===== src/rtl/lcd_sync_pkg.sv =====
package lcd_sync_pkg;

  typedef enum logic [1:0] {
    PH_ACT   = 2'd0,
    PH_FRONT = 2'd1,
    PH_PULSE = 2'd2,
    PH_BACK  = 2'd3
  } hphase_e;

  // log2 of shift periods per time unit
  function automatic logic [1:0] unit_shift(input logic tft,
                                            input logic mono,
                                            input logic [1:0] bw);
    logic [1:0] s;
    if (tft || !mono) begin
      s = 2'd0;
    end else begin
      unique case (bw)
        2'd0, 2'd1: s = 2'd0;
        2'd2:       s = 2'd1;
        default:    s = 2'd2;
      endcase
    end
    return s;
  endfunction

endpackage


===== src/rtl/lcd_cfg_reg.sv =====
module lcd_cfg_reg #(
  parameter int W = 8
) (
  input  logic         clk,
  input  logic         rst_n,
  input  logic         load,
  input  logic [W-1:0] d,
  output logic [W-1:0] q
);

  logic [W-1:0] q_d;

  always_comb begin
    q_d = load ? d : q;
  end

  always_ff @(posedge clk or negedge rst_n) begin
    if (!rst_n) q <= '0;
    else        q <= q_d;
  end

  // captured programming only moves on a load
  a_r8_cfg_held: assert property (@(posedge clk) disable iff (!rst_n)
    !load |=> $stable(q));

endmodule


===== src/rtl/lcd_line_timer.sv =====
module lcd_line_timer
  import lcd_sync_pkg::*;
#(
  parameter int XW = 10,
  parameter int LW = 11,
  parameter int CW = 11
) (
  input  logic          clk,
  input  logic          rst_n,
  input  logic          en,
  input  logic [XW-1:0] xmax,
  input  logic [LW-1:0] len_front,
  input  logic [LW-1:0] len_pulse,
  input  logic [LW-1:0] len_back,
  output logic          ph,
  output hphase_e       phase,
  output logic [CW-1:0] cnt,
  output logic [CW-1:0] cur_len,
  output logic          line_end
);

  logic          ph_d;
  hphase_e       phase_d;
  logic [CW-1:0] cnt_d;
  logic          tick;
  logic          last_p;

  always_comb begin
    unique case (phase)
      PH_ACT:   cur_len = CW'(xmax);
      PH_FRONT: cur_len = CW'(len_front);
      PH_PULSE: cur_len = CW'(len_pulse);
      default:  cur_len = CW'(len_back);
    endcase
  end

  assign tick     = en & ph;
  assign last_p   = (cnt == cur_len - CW'(1));
  assign line_end = tick & (phase == PH_BACK) & last_p;

  always_comb begin
    ph_d    = en ? ~ph : ph;
    cnt_d   = cnt;
    phase_d = phase;
    if (tick) begin
      if (last_p) begin
        cnt_d = '0;
        unique case (phase)
          PH_ACT:   phase_d = PH_FRONT;
          PH_FRONT: phase_d = PH_PULSE;
          PH_PULSE: phase_d = PH_BACK;
          default:  phase_d = PH_ACT;
        endcase
      end else begin
        cnt_d = cnt + CW'(1);
      end
    end
  end

  always_ff @(posedge clk or negedge rst_n) begin
    if (!rst_n) begin
      ph    <= 1'b0;
      phase <= PH_ACT;
      cnt   <= '0;
    end else begin
      ph    <= ph_d;
      phase <= phase_d;
      cnt   <= cnt_d;
    end
  end

  // no enable, no movement
  a_r9_hold_idle: assert property (@(posedge clk) disable iff (!rst_n)
    !en |=> ($stable(ph) && $stable(cnt) && $stable(phase)));

endmodule


===== src/rtl/lcd_frame_counter.sv =====
module lcd_frame_counter #(
  parameter int NW = 11
) (
  input  logic          clk,
  input  logic          rst_n,
  input  logic          pix_en,
  input  logic          line_end,
  input  logic [NW-1:0] last_line,
  output logic          running,
  output logic          load,
  output logic [NW-1:0] line_y
);

  logic          running_d;
  logic [NW-1:0] line_d;
  logic          wrap;

  assign wrap = line_end & (line_y == last_line);
  assign load = (pix_en & ~running) | wrap;

  always_comb begin
    running_d = running | pix_en;
    line_d    = line_y;
    if (line_end) line_d = wrap ? '0 : line_y + NW'(1);
  end

  always_ff @(posedge clk or negedge rst_n) begin
    if (!rst_n) begin
      running <= 1'b0;
      line_y  <= '0;
    end else begin
      running <= running_d;
      line_y  <= line_d;
    end
  end

  // line index stays inside the frame
  a_r6_line_bound: assert property (@(posedge clk) disable iff (!rst_n)
    running |-> (line_y <= last_line));

endmodule


===== src/rtl/lcd_sync_gen.sv =====
module lcd_sync_gen
  import lcd_sync_pkg::*;
#(
  parameter int HW = 8,
  parameter int XW = 10,
  parameter int YW = 10,
  parameter int FW = 8
) (
  input  logic                          clk,
  input  logic                          rst_n,
  input  logic                          pix_en,
  input  logic                          tft_mode,
  input  logic                          mono_mode,
  input  logic [1:0]                    bus_width,
  input  logic [HW-1:0]                 hwidth,
  input  logic [HW-1:0]                 hwait_front,
  input  logic [HW-1:0]                 hwait_back,
  input  logic [XW-1:0]                 xmax,
  input  logic [YW-1:0]                 ymax,
  input  logic [FW-1:0]                 frame_wait,
  input  logic                          pol_frame,
  input  logic                          pol_line,
  input  logic                          pol_clk,
  input  logic                          pol_oe,
  output logic                          shift_clk,
  output logic                          line_pulse,
  output logic                          frame_mark,
  output logic                          out_en,
  output logic [XW-1:0]                 pix_x,
  output logic [((YW>FW)?YW:FW):0]      line_y
);

  localparam int LW   = HW + 3;
  localparam int CW   = (XW > LW) ? XW : LW;
  localparam int NW   = ((YW > FW) ? YW : FW) + 1;
  localparam int CFGW = 4 + 3*HW + XW + YW + FW + 4;

  logic          c_tft, c_mono;
  logic [1:0]    c_bw;
  logic [HW-1:0] c_hw, c_hwf, c_hwb;
  logic [XW-1:0] c_x;
  logic [YW-1:0] c_y;
  logic [FW-1:0] c_fw;
  logic          c_pf, c_pl, c_pc, c_po;
  logic [CFGW-1:0] cfg_q;

  logic          load, running, line_end, ph;
  hphase_e       phase;
  logic [CW-1:0] cnt, cur_len;
  logic [1:0]    sh;
  logic [LW-1:0] len_front, len_pulse, len_back;
  logic [NW-1:0] last_line;
  logic          act, vis, oe_act, raw_clk;

  lcd_cfg_reg #(.W(CFGW)) u_cfg (
    .clk   (clk),
    .rst_n (rst_n),
    .load  (load),
    .d     ({tft_mode, mono_mode, bus_width, hwidth, hwait_front, hwait_back,
             xmax, ymax, frame_wait, pol_frame, pol_line, pol_clk, pol_oe}),
    .q     (cfg_q)
  );

  assign {c_tft, c_mono, c_bw, c_hw, c_hwf, c_hwb,
          c_x, c_y, c_fw, c_pf, c_pl, c_pc, c_po} = cfg_q;

  assign sh        = unit_shift(c_tft, c_mono, c_bw);
  assign len_front = (LW'(c_hwf) + LW'(1)) << sh;
  assign len_pulse = (LW'(c_hw)  + LW'(1)) << sh;
  assign len_back  = (LW'(c_hwb) + LW'(2)) << sh;
  assign last_line = NW'(c_y) - NW'(1) + (c_tft ? NW'(0) : NW'(c_fw));

  lcd_line_timer #(.XW(XW), .LW(LW), .CW(CW)) u_line (
    .clk       (clk),
    .rst_n     (rst_n),
    .en        (pix_en & running),
    .xmax      (c_x),
    .len_front (len_front),
    .len_pulse (len_pulse),
    .len_back  (len_back),
    .ph        (ph),
    .phase     (phase),
    .cnt       (cnt),
    .cur_len   (cur_len),
    .line_end  (line_end)
  );

  lcd_frame_counter #(.NW(NW)) u_frame (
    .clk       (clk),
    .rst_n     (rst_n),
    .pix_en    (pix_en),
    .line_end  (line_end),
    .last_line (last_line),
    .running   (running),
    .load      (load),
    .line_y    (line_y)
  );

  assign act     = (phase == PH_ACT);
  assign vis     = (line_y < NW'(c_y));
  assign oe_act  = act & vis;
  assign raw_clk = (c_tft | act) & ph;

  assign shift_clk  = raw_clk ^ c_pc ^ c_tft;
  assign line_pulse = (phase == PH_PULSE) ^ c_pl;
  assign frame_mark = ((phase == PH_PULSE) && (line_y == last_line)) ^ c_pf;
  assign out_en     = oe_act ^ c_po;
  assign pix_x      = act ? cnt[XW-1:0] : '0;

  // phase counter stays below its phase length
  a_r2_cnt_bound: assert property (@(posedge clk) disable iff (!rst_n)
    running |-> (cnt < cur_len));

  // data strobe only while in the active phase
  a_r7_oe_in_active: assert property (@(posedge clk) disable iff (!rst_n)
    (out_en ^ c_po) |-> (phase == PH_ACT));

  // passive shift clock rests outside the active phase
  a_r4_passive_rest: assert property (@(posedge clk) disable iff (!rst_n)
    (!c_tft && phase != PH_ACT) |-> (shift_clk == c_pc));

endmodule


===== config.mk =====
export PLATFORM = sky130hd
export DESIGN_NAME = lcd_sync_gen
export DESIGN_NICKNAME = d
export VERILOG_FILES = /design/src/rtl/lcd_sync_pkg.sv /design/src/rtl/lcd_cfg_reg.sv /design/src/rtl/lcd_line_timer.sv /design/src/rtl/lcd_frame_counter.sv /design/src/rtl/lcd_sync_gen.sv
export SDC_FILE = /design/constraint.sdc
export NUM_CORES = 1
export LEC_CHECK = 0
export BUFFER_PORTS_ARGS = -buffer_cell sky130_fd_sc_hd__clkbuf_2
export CAP_MARGIN = 5
export CORE_UTILIZATION = 60
export DETAILED_ROUTE_END_ITERATION = 8
export GPL_ROUTABILITY_DRIVEN = 1
export GPL_TIMING_DRIVEN = 0
export PLACE_DENSITY_LB_ADDON = 0.08
export SLEW_MARGIN = 20
export SYNTH_ARGS = -nofsm -noshare
export SYNTH_HDL_FRONTEND = slang
export SYNTH_HIERARCHICAL = 1
export SYNTH_SLANG_ARGS = --single-unit

===== constraint.sdc =====
create_clock -name clk -period 14 [get_ports clk]
set_clock_uncertainty 0.15 [all_clocks]
set_input_delay 2.8 -clock clk [delete_from_list [all_inputs] [get_ports clk]]
set_output_delay 2.8 -clock clk [all_outputs]
set_load 0.02 [all_outputs]

# Yosys cells after proc, flatten, opt, wreduce, memory -nomap -nowiden
# Index checks and enable logic that the tools add are counted.
totals:
  wordCells: 58
  output_inout_bits: 25
  regBits: 86
  in_bits: 63
classes:
  n_reduce_logical: 7
  eq_ne: 7
  n_shift: 3
  magnitude_cmp: 1
  addsub: 8
  mux: 8
  n_bitwise: 18
ops:
  columns: ["op", "n"]
  rows:
  - ["11-bit one-hot mux with 3 select lines", 1]
  - ["9-bit by 2-bit left shift with 11-bit output", 3]
  - ["11-bit by 1-bit adder with 11-bit output, second input constant", 2]
  - ["11-bit == test", 2]
  - ["11-bit 2-to-1 mux", 2]
  - ["8-bit by 1-bit adder with 9-bit output, second input constant", 2]
  - ["11-bit by 8-bit adder with 11-bit output", 1]
  - ["11-bit by 10-bit less-than comparator with 1-bit output", 1]
  - ["10-bit by 1-bit subtractor with 11-bit output, second input constant", 1]
  - ["11-bit by 1-bit subtractor with 11-bit output, second input constant", 1]
  - ["10-bit 2-to-1 mux", 1]
  - ["8-bit by 2-bit adder with 9-bit output, second input constant", 1]
  - ["1-bit bitwise AND", 8]
  - ["8-bit 2-to-1 mux", 1]
  - ["2-bit == test, second input constant", 3]
  - ["2-bit one-hot mux with 3 select lines", 1]
  - ["1-bit XOR", 5]
  - ["2-bit by 1-bit == test with 1-bit output, second input constant", 2]
  - ["2-bit logical NOT", 2]
  - ["2-bit one-hot mux with 2 select lines", 1]
  - ["1-bit OR", 3]
  - ["2-bit 2-to-1 mux", 1]
  - ["1-bit NOT", 2]
  - ["2-bit AND reduction", 1]
  - ["other kinds (4)", 4]

# Longest topological paths before layout
# Gate-level depths: netlist (run 1).
depth:
  word_depth: 11
  ltp_mapped: 22

# Cells and area by module
# The synthesis (run 1) kept the hierarchy.
modules_own_cells:
  columns: ["module", "area_each_um2", "cells_each", "instances"]
  rows:
  - ["lcd_cfg_reg", 2533.7, 127, 1]
  - ["lcd_sync_gen", 2358.5, 374, 1]
  - ["lcd_line_timer", 1536.5, 184, 1]
  - ["lcd_frame_counter", 700.7, 74, 1]

# Worst setup path after synthesis (run 1)
# No wires, ideal clock.
synth_path:
  path_type: "flip-flop to output port"
  startpoint: "register u_cfg.q[59]"
  endpoint: "output port frame_mark"
  arrival_ns: 3.141
  n_path_buf: 1
  path_stages_with_launch: 14
  slack_ns: 7.909
  path_cell_list: "dfrtp_1 clkbuf_1 nand2b_1 ha_1 inv_1 ha_1 fa_1 a21oi_1 o211ai_2 nor4b_1 a211o_1 xor2_4 nor4_2 xor2_1"
synth_via:
  elab_chain_cells: 5
synth_lines:
  columns: ["element", "line_no", "text"]
  rows:
  - ["start: declaration", "lcd_cfg_reg.sv:8", "output logic [W-1:0] q"]
  - ["start signal: assignment", "lcd_cfg_reg.sv:19", "else q <= q_d;"]
  - ["8-bit 2-to-1 mux", "lcd_sync_gen.sv:71", "assign last_line = NW'(c_y) - NW'(1) + (c_tft ? NW'(0) : NW'(c_fw));"]
  - ["11-bit by 8-bit adder with 11-bit output", "lcd_sync_gen.sv:71", null]
  - ["via last_line[9]", "lcd_sync_gen.sv:52", "logic [NW-1:0] last_line;"]
  - ["11-bit == test", "lcd_sync_gen.sv:106", "assign frame_mark = ((phase == PH_PULSE) && (line_y == last_line)) ^ c_pf;"]
  - ["1-bit logical AND", "lcd_sync_gen.sv:106", null]
  - ["1-bit XOR", "lcd_sync_gen.sv:106", null]
  - ["end: declaration", "lcd_sync_gen.sv:27", "output logic frame_mark,"]
# The timed path passes the listed nets, and every way through them passes these cells.

# Worst setup path in the final report (run 1)
# Ends and elaborated chain as after synthesis.

==> metrics, run 1 <==
syn avg cell area=9.41 sq um; drt pass-1 iters=5; pwr dens=137 mW/mm^2; GRT overflow=0; routed vias=6,033; slew margin rel.=0.555; critical path peak fanout=10; Max Cap Viol=0; initial antenna violation count=0; Ant. Diodes=0; Setup Fix Bufs, Post-CTS=0; worst hold path type=register to register; crit path capture type=output pin; Vias per Instance=6.02; CTS resizes=0; clock sink count=86; critical path type=register to output pin; Initial Util=0.621; WP data arrival=4.13 ns; vias in the first global route=6,203; Die Ht=111 microns; CP Launch Type=register; Post-Place Cells=986; Final Hold Viols=0; CTS tree=built; H-tree depth=3; share of cells above drive strength 1=0.249; Root Buffer=clkbuf_16; GPL Wtd Cong=0.949; Avg WL per Cell=17.9 microns; fin crit share=0.505; PortBufs=87; CTS Hold Bufs=0; Pins Over Slew Limit=0; Core Area=0.0115 sq mm; worst skew pair latency=0.35 ns; Worst Tran Pin Value=0.668 ns; Final Non-Filler Cells=1,002; setup violators final=0; Initial DRC Count=384; Remaining DRCs=0; Lkg Pwr=0.00370 uW; IR drop worst, VDD=0.000182 V; row count=39; Setup TNS Final=0 ns; Cell Area, Synth=0.00712 sq mm; synthesized instance count=756; TritonCTS Buffers=9; global-route wire length before repair=29,700 microns; worst path required time=11.05 ns; clock slew at reported path FFs=0.07 ns; Synthesized Nets=856; IO Count=88; # nets final=954; largest net degree at the start of global routing=87; Layout area overhead=12.9%; Ys Warns=6; unrepaired setup endpoints after global routing=false; antenna-violating nets left=0; Total Wirelength=17,900 microns; Tmin final=7.08 ns; Peak Freq=141 MHz; Hold WS=0.334 ns; Die ar.=0.0123 sq mm; chip width=111 microns; Post-DP HPWL=13,500 microns; outcome=finished clean; Clock Tree Buf Depth=2; GRT Overall Usage=0.300
worst max-delay path, cell delays in order (launching register included):
cell,delay [ns]
dfrtp_1,0.39
clkbuf_1,0.27
nand2b_1,0.26
ha_1,0.29
inv_1,0.04
ha_1,0.21
fa_1,0.52
xor2_1,0.19
nor4_1,0.38
o2111ai_1,0.16
nor3_1,0.20
nand4_1,0.13
nor4_2,0.36
xor2_1,0.18
clkbuf_2,0.18
metal layers:
metal | vias to the layer above | GRT usage | routed length (microns)
met2 | 205 | 0.530 | 9040
met3 | 51 | 0.0541 | 721
met4 | 0 | 0.144 | 671
li1 | 2888 | - | -
met1 | 2889 | 0.351 | 7480
met5 | - | 0 | 0
power by group:
part / total (uW) / internal, uW / switching (uW)
registers: 320 / 275 / 44.3
logic: 543 / 240 / 303
clock network: 239 / 128 / 111
total: 1100 / 643 / 458
final timing paths:
kind	to	slack, ns	from	depth (start not counted)
hold / removal	u_frame/running	0.33	u_frame/running	1
setup / recovery	frame_mark	6.92	u_cfg/q[59]	14
hold reg to reg	u_frame/running	0.33	u_frame/running	1
setup reg to reg	u_cfg/q[9]	7.89	u_cfg/q[59]	21
min in group asynchronous	u_cfg/q[50]	2.35	rst_n	1
max in group asynchronous	u_cfg/q[8]	10.89	rst_n	1
stage by stage:
step / utilization / setup WS, ns / cell area [sq um] / power (uW)
global route: 0.700 / 6.71 / 8030 / 1170
global placement: 0.674 / 7.39 / 7730 / 838
CTS: 0.700 / 6.92 / 8030 / 1100
detailed placement: 0.675 / 7.35 / 7740 / 855
finish: 0.700 / 6.92 / 8030 / 1100
floorplan: - / 7.91 / 7120 / 728
cell type report:
type,instances,area (sq um)
Sequential cell,86,2150
Buffer,34,270
Clock inverter,6,52.6
Tap cell,143,179
Inverter,44,168
Multi-Input combinational cell,592,4530
Fill cell,940,3440
Timing Repair Buffer,87,444
Clock buffer,10,239
placed cells by master (no fill, tap or decap), drive strengths merged, types with 4 or more instances in the layout:
cell and instances:
nor3 16, xor2 29, xnor2 38, mux2 65
nand2 52, nand4 15, mux2i 9, a21oi 40
o22ai 5, a222oi 8, a211oi 5, a21o 7
buf 19, a22oi 5, nand3b 5, nor2 70
and2 17, dfrtp 86, or2 5, and3 7
nor2b 13, inv 47, nand2b 12, clkbuf 112
ha 36, o2111ai 4, o21ai 36, nor4 5
o211ai 6, nand3 32
registers in the layout (all words and copies together) (netlist names):
signal / cells
u_line/ph: 1
u_frame/line_y: 11
u_line/cnt: 11
u_line/phase: 2
u_cfg/q: 60
u_frame/running: 1
(Power assumes the default switching activity.)
==> run 2: changes to the inputs <==
ABC_AREA = 1   (was unset)
CORE_UTILIZATION = 54   (was 60)
clock period = 5.8 ns   (was 14 ns; I/O delays follow)
==> run 2 against run 1 <==
Design area is 1.9% higher. Non-clock buffer count decreased by 6. Sequential power rose by 140%. Die area increased by 12%. Final cell count up 38%. Register-to-register slack got worse by 7.0 ns. Combinational power rose by 79%. Global-route usage decreased by 4.4 points. Core utilization decreased by 6.2 points. Count of clock-buffer cells in the layout increased by 1. Power up 110%. Largest power group unchanged.
==> metrics, run 2 <==
outcome=finished clean; CP max stage delay=0.56 ns (+0.04 ns); clock share of power=0.258 (+0.041); Initial Util=0.563 (-0.0581); # nets final=1,302 (+36%); row count=41 (+5.1%); critical path peak fanout=10 (unchanged); pwr dens=286 mW/mm^2 (+110%); Cell Area, Synth=0.00721 sq mm (+1.4%); clock sink count=86 (unchanged); CTS Hold Bufs=0 (unchanged); GRT overflow=0 (unchanged); delay-heaviest family, CP=simple AND/OR/NAND/NOR gates; slew margin rel.=0.537 (-0.0172); # fillers=1,285 (+37%); Lkg Pwr=0.00473 uW (+28%); Setup Fix Bufs, Post-CTS=0 (unchanged); sw frac=0.404 (-0.0112); Synthesized Nets=1,204 (+41%); Peak Freq=201 MHz; CP cell instances=inv_1 > clkbuf_1 > nand2_1 > ha_1 > inv_1 > ha_1 > fa_1 > inv_1 > nand2_1 > nand2_1 > nor2_1 > nand2_1 > nor2_1 > nand3_1 > nor2_1 > nand2_1 > nor2_2 > nand2_1 > nand2_1 > nand2_1 > inv_1 > clkbuf_2; worst path required time=4.49 ns (-6.56 ns); met3 Track Usage GR=0.0388 (-0.0154); vias in the first global route=6,071 (-2.1%); Post-DP HPWL=13,200 microns (-2.2%); crit-path most repeated cell=nand2_1; Post-Place Cells=1,363 (+38%); chip width=118 microns (+6.0%); largest reg by FF count=u_cfg/q; WP data arrival=3.66 ns (-0.47 ns); initial antenna violation count=0 (unchanged); CTS tree=built; TritonCTS Buffers=9 (unchanged); GRT Overall Usage=0.256 (-0.0443); Die ar.=0.0138 sq mm (+12%); clock slew at reported path FFs=0.06 ns (about the same); Internal Power=1390 uW (+120%); Root Buffer=clkbuf_16; global-route wire length before repair=28,600 microns (-3.5%); Core Area=0.0128 sq mm (+12%); unrepaired setup endpoints after global routing=false; antenna-violating nets left=0 (unchanged); crit path capture type=output pin; met2 usage=0.370 (-0.160); post-layout util=0.638 (-0.0623); Pins Over Slew Limit=0 (unchanged); Final Hold Viols=0 (unchanged); IR drop worst, VDD=0.000159 V (-13%); Top Usage Layer GRT=met1; drt pass-1 iters=5 (unchanged); Ys Warns=6 (unchanged); routed vias=6,734 (+12%); commonest non-fill, non-tap cells in the layout=468 x nand2_1, 144 x inv_1, 86 x clkbuf_2, 86 x dfrtp_1, 64 x nor2_1; Ant. Diodes=0 (unchanged); synthesized instance count=1,104 (+46%); H-tree depth=3 (unchanged); PortBufs=87 (unchanged); Die Ht=118 microns (+6.0%); critical path's slowest cell=fa_1; Layout area overhead=13.4%; Clock Tree Buf Depth=2 (unchanged); share of cells above drive strength 1=0.176 (-0.0727); worst hold path type=register to register; max FFs per register=60 (unchanged); commonest non-fill, non-tap cell in the layout=nand2_1; Worst Tran Pin Value=0.694 ns (+0.0259 ns); post-route cell area=0.00818 sq mm (+1.9%); worst skew pair latency=0.34 ns (about the same); met1 global-route usage=0.389 (+0.0386); sw power=945 uW (+110%); CP Launch Type=register; Tmin final=4.97 ns; Initial DRC Count=369 (-3.9%); Setup TNS Final=0 ns (unchanged); syn avg cell area=6.53 sq um (-31%); largest net degree at the start of global routing=87 (unchanged); Largest regs=u_cfg/q x60, u_frame/line_y x11, u_line/cnt x11; IO Count=88 (unchanged); Total Wirelength=16,700 microns (-6.9%); setup violators final=0 (unchanged); critical path type=register to output pin; Vias per Instance=4.88 (-19%); Max Cap Viol=0 (unchanged); combinational cell fraction of total power=0.416 (-0.077); Remaining DRCs=0 (unchanged); Bufs and invs on worst path=6 (+3); fin crit share=0.857; Final Non-Filler Cells=1,379 (+38%); Avg WL per Cell=12.1 microns (-32%); Cell Area, Placed=0.00787 sq mm (+1.7%); GPL Wtd Cong=0.882 (-7.0%); sequential share of power=0.326 (+0.036); CTS resizes=0 (unchanged)
[run 2: per-layer routing]
layer,part of all wire,vias up
li1,-,3570
met1,0.53,2977
met4,0.018,0
met3,0.049,22
met2,0.40,165
met5,0,-
[run 2: cell type report]
cell class                 instances  area (sq um)  area share
buffer                            28           223      0.0272
clock buffer                      11           253      0.0309
clock inverter                     5          56.3     0.00688
inverter                         167           634      0.0775
multi-input combinational        823          4210       0.514
sequential                        86          2150       0.263
tap                              172           215      0.0263
timing repair buffer              87           444      0.0543
[run 2: power by group through the flow]
stage	clock, uW	combinational, uW	sequential [uW]
detailed placement	0	963	771
floorplan	0	765	745
finish	603	972	761
global route	638	1120	775
CTS	617	971	761
global placement	0	946	768
[run 2: worst register-to-register path, delay by kind of cell (launching register included)]
family | cells | cell delay, ns
buffers and inverters | 8 | 1.12
AOI/OAI and AO/OA | 4 | 0.87
and+or+nand+nor | 20 | 2.29
DFF | 1 | 0.37
[run 2: through the flow]
stage	total power [uW]	hold slack, ns	worst slack (ns)
CTS	2350	0.325	0.834
finish	2340	0.321	0.831
global route	2530	0.338	0.353
floorplan	1510	0.292	1.78
global placement	1710	0.305	0.992
detailed placement	1730	0.309	1.01
[run 2: worst paths after layout]
path,startpoint,end,slack [ns],cells after the start
worst max-delay path,u_cfg/q[59],frame_mark,0.83,22
worst min-delay path,u_cfg/q[59],u_cfg/q[59],0.32,2
worst max register to register,u_cfg/q[59],u_cfg/q[47],0.91,32
worst min register to register,u_cfg/q[59],u_cfg/q[59],0.32,2
max in group asynchronous,rst_n,u_cfg/q[56],4.30,1
min in group asynchronous,rst_n,u_frame/line_y[8],0.68,1
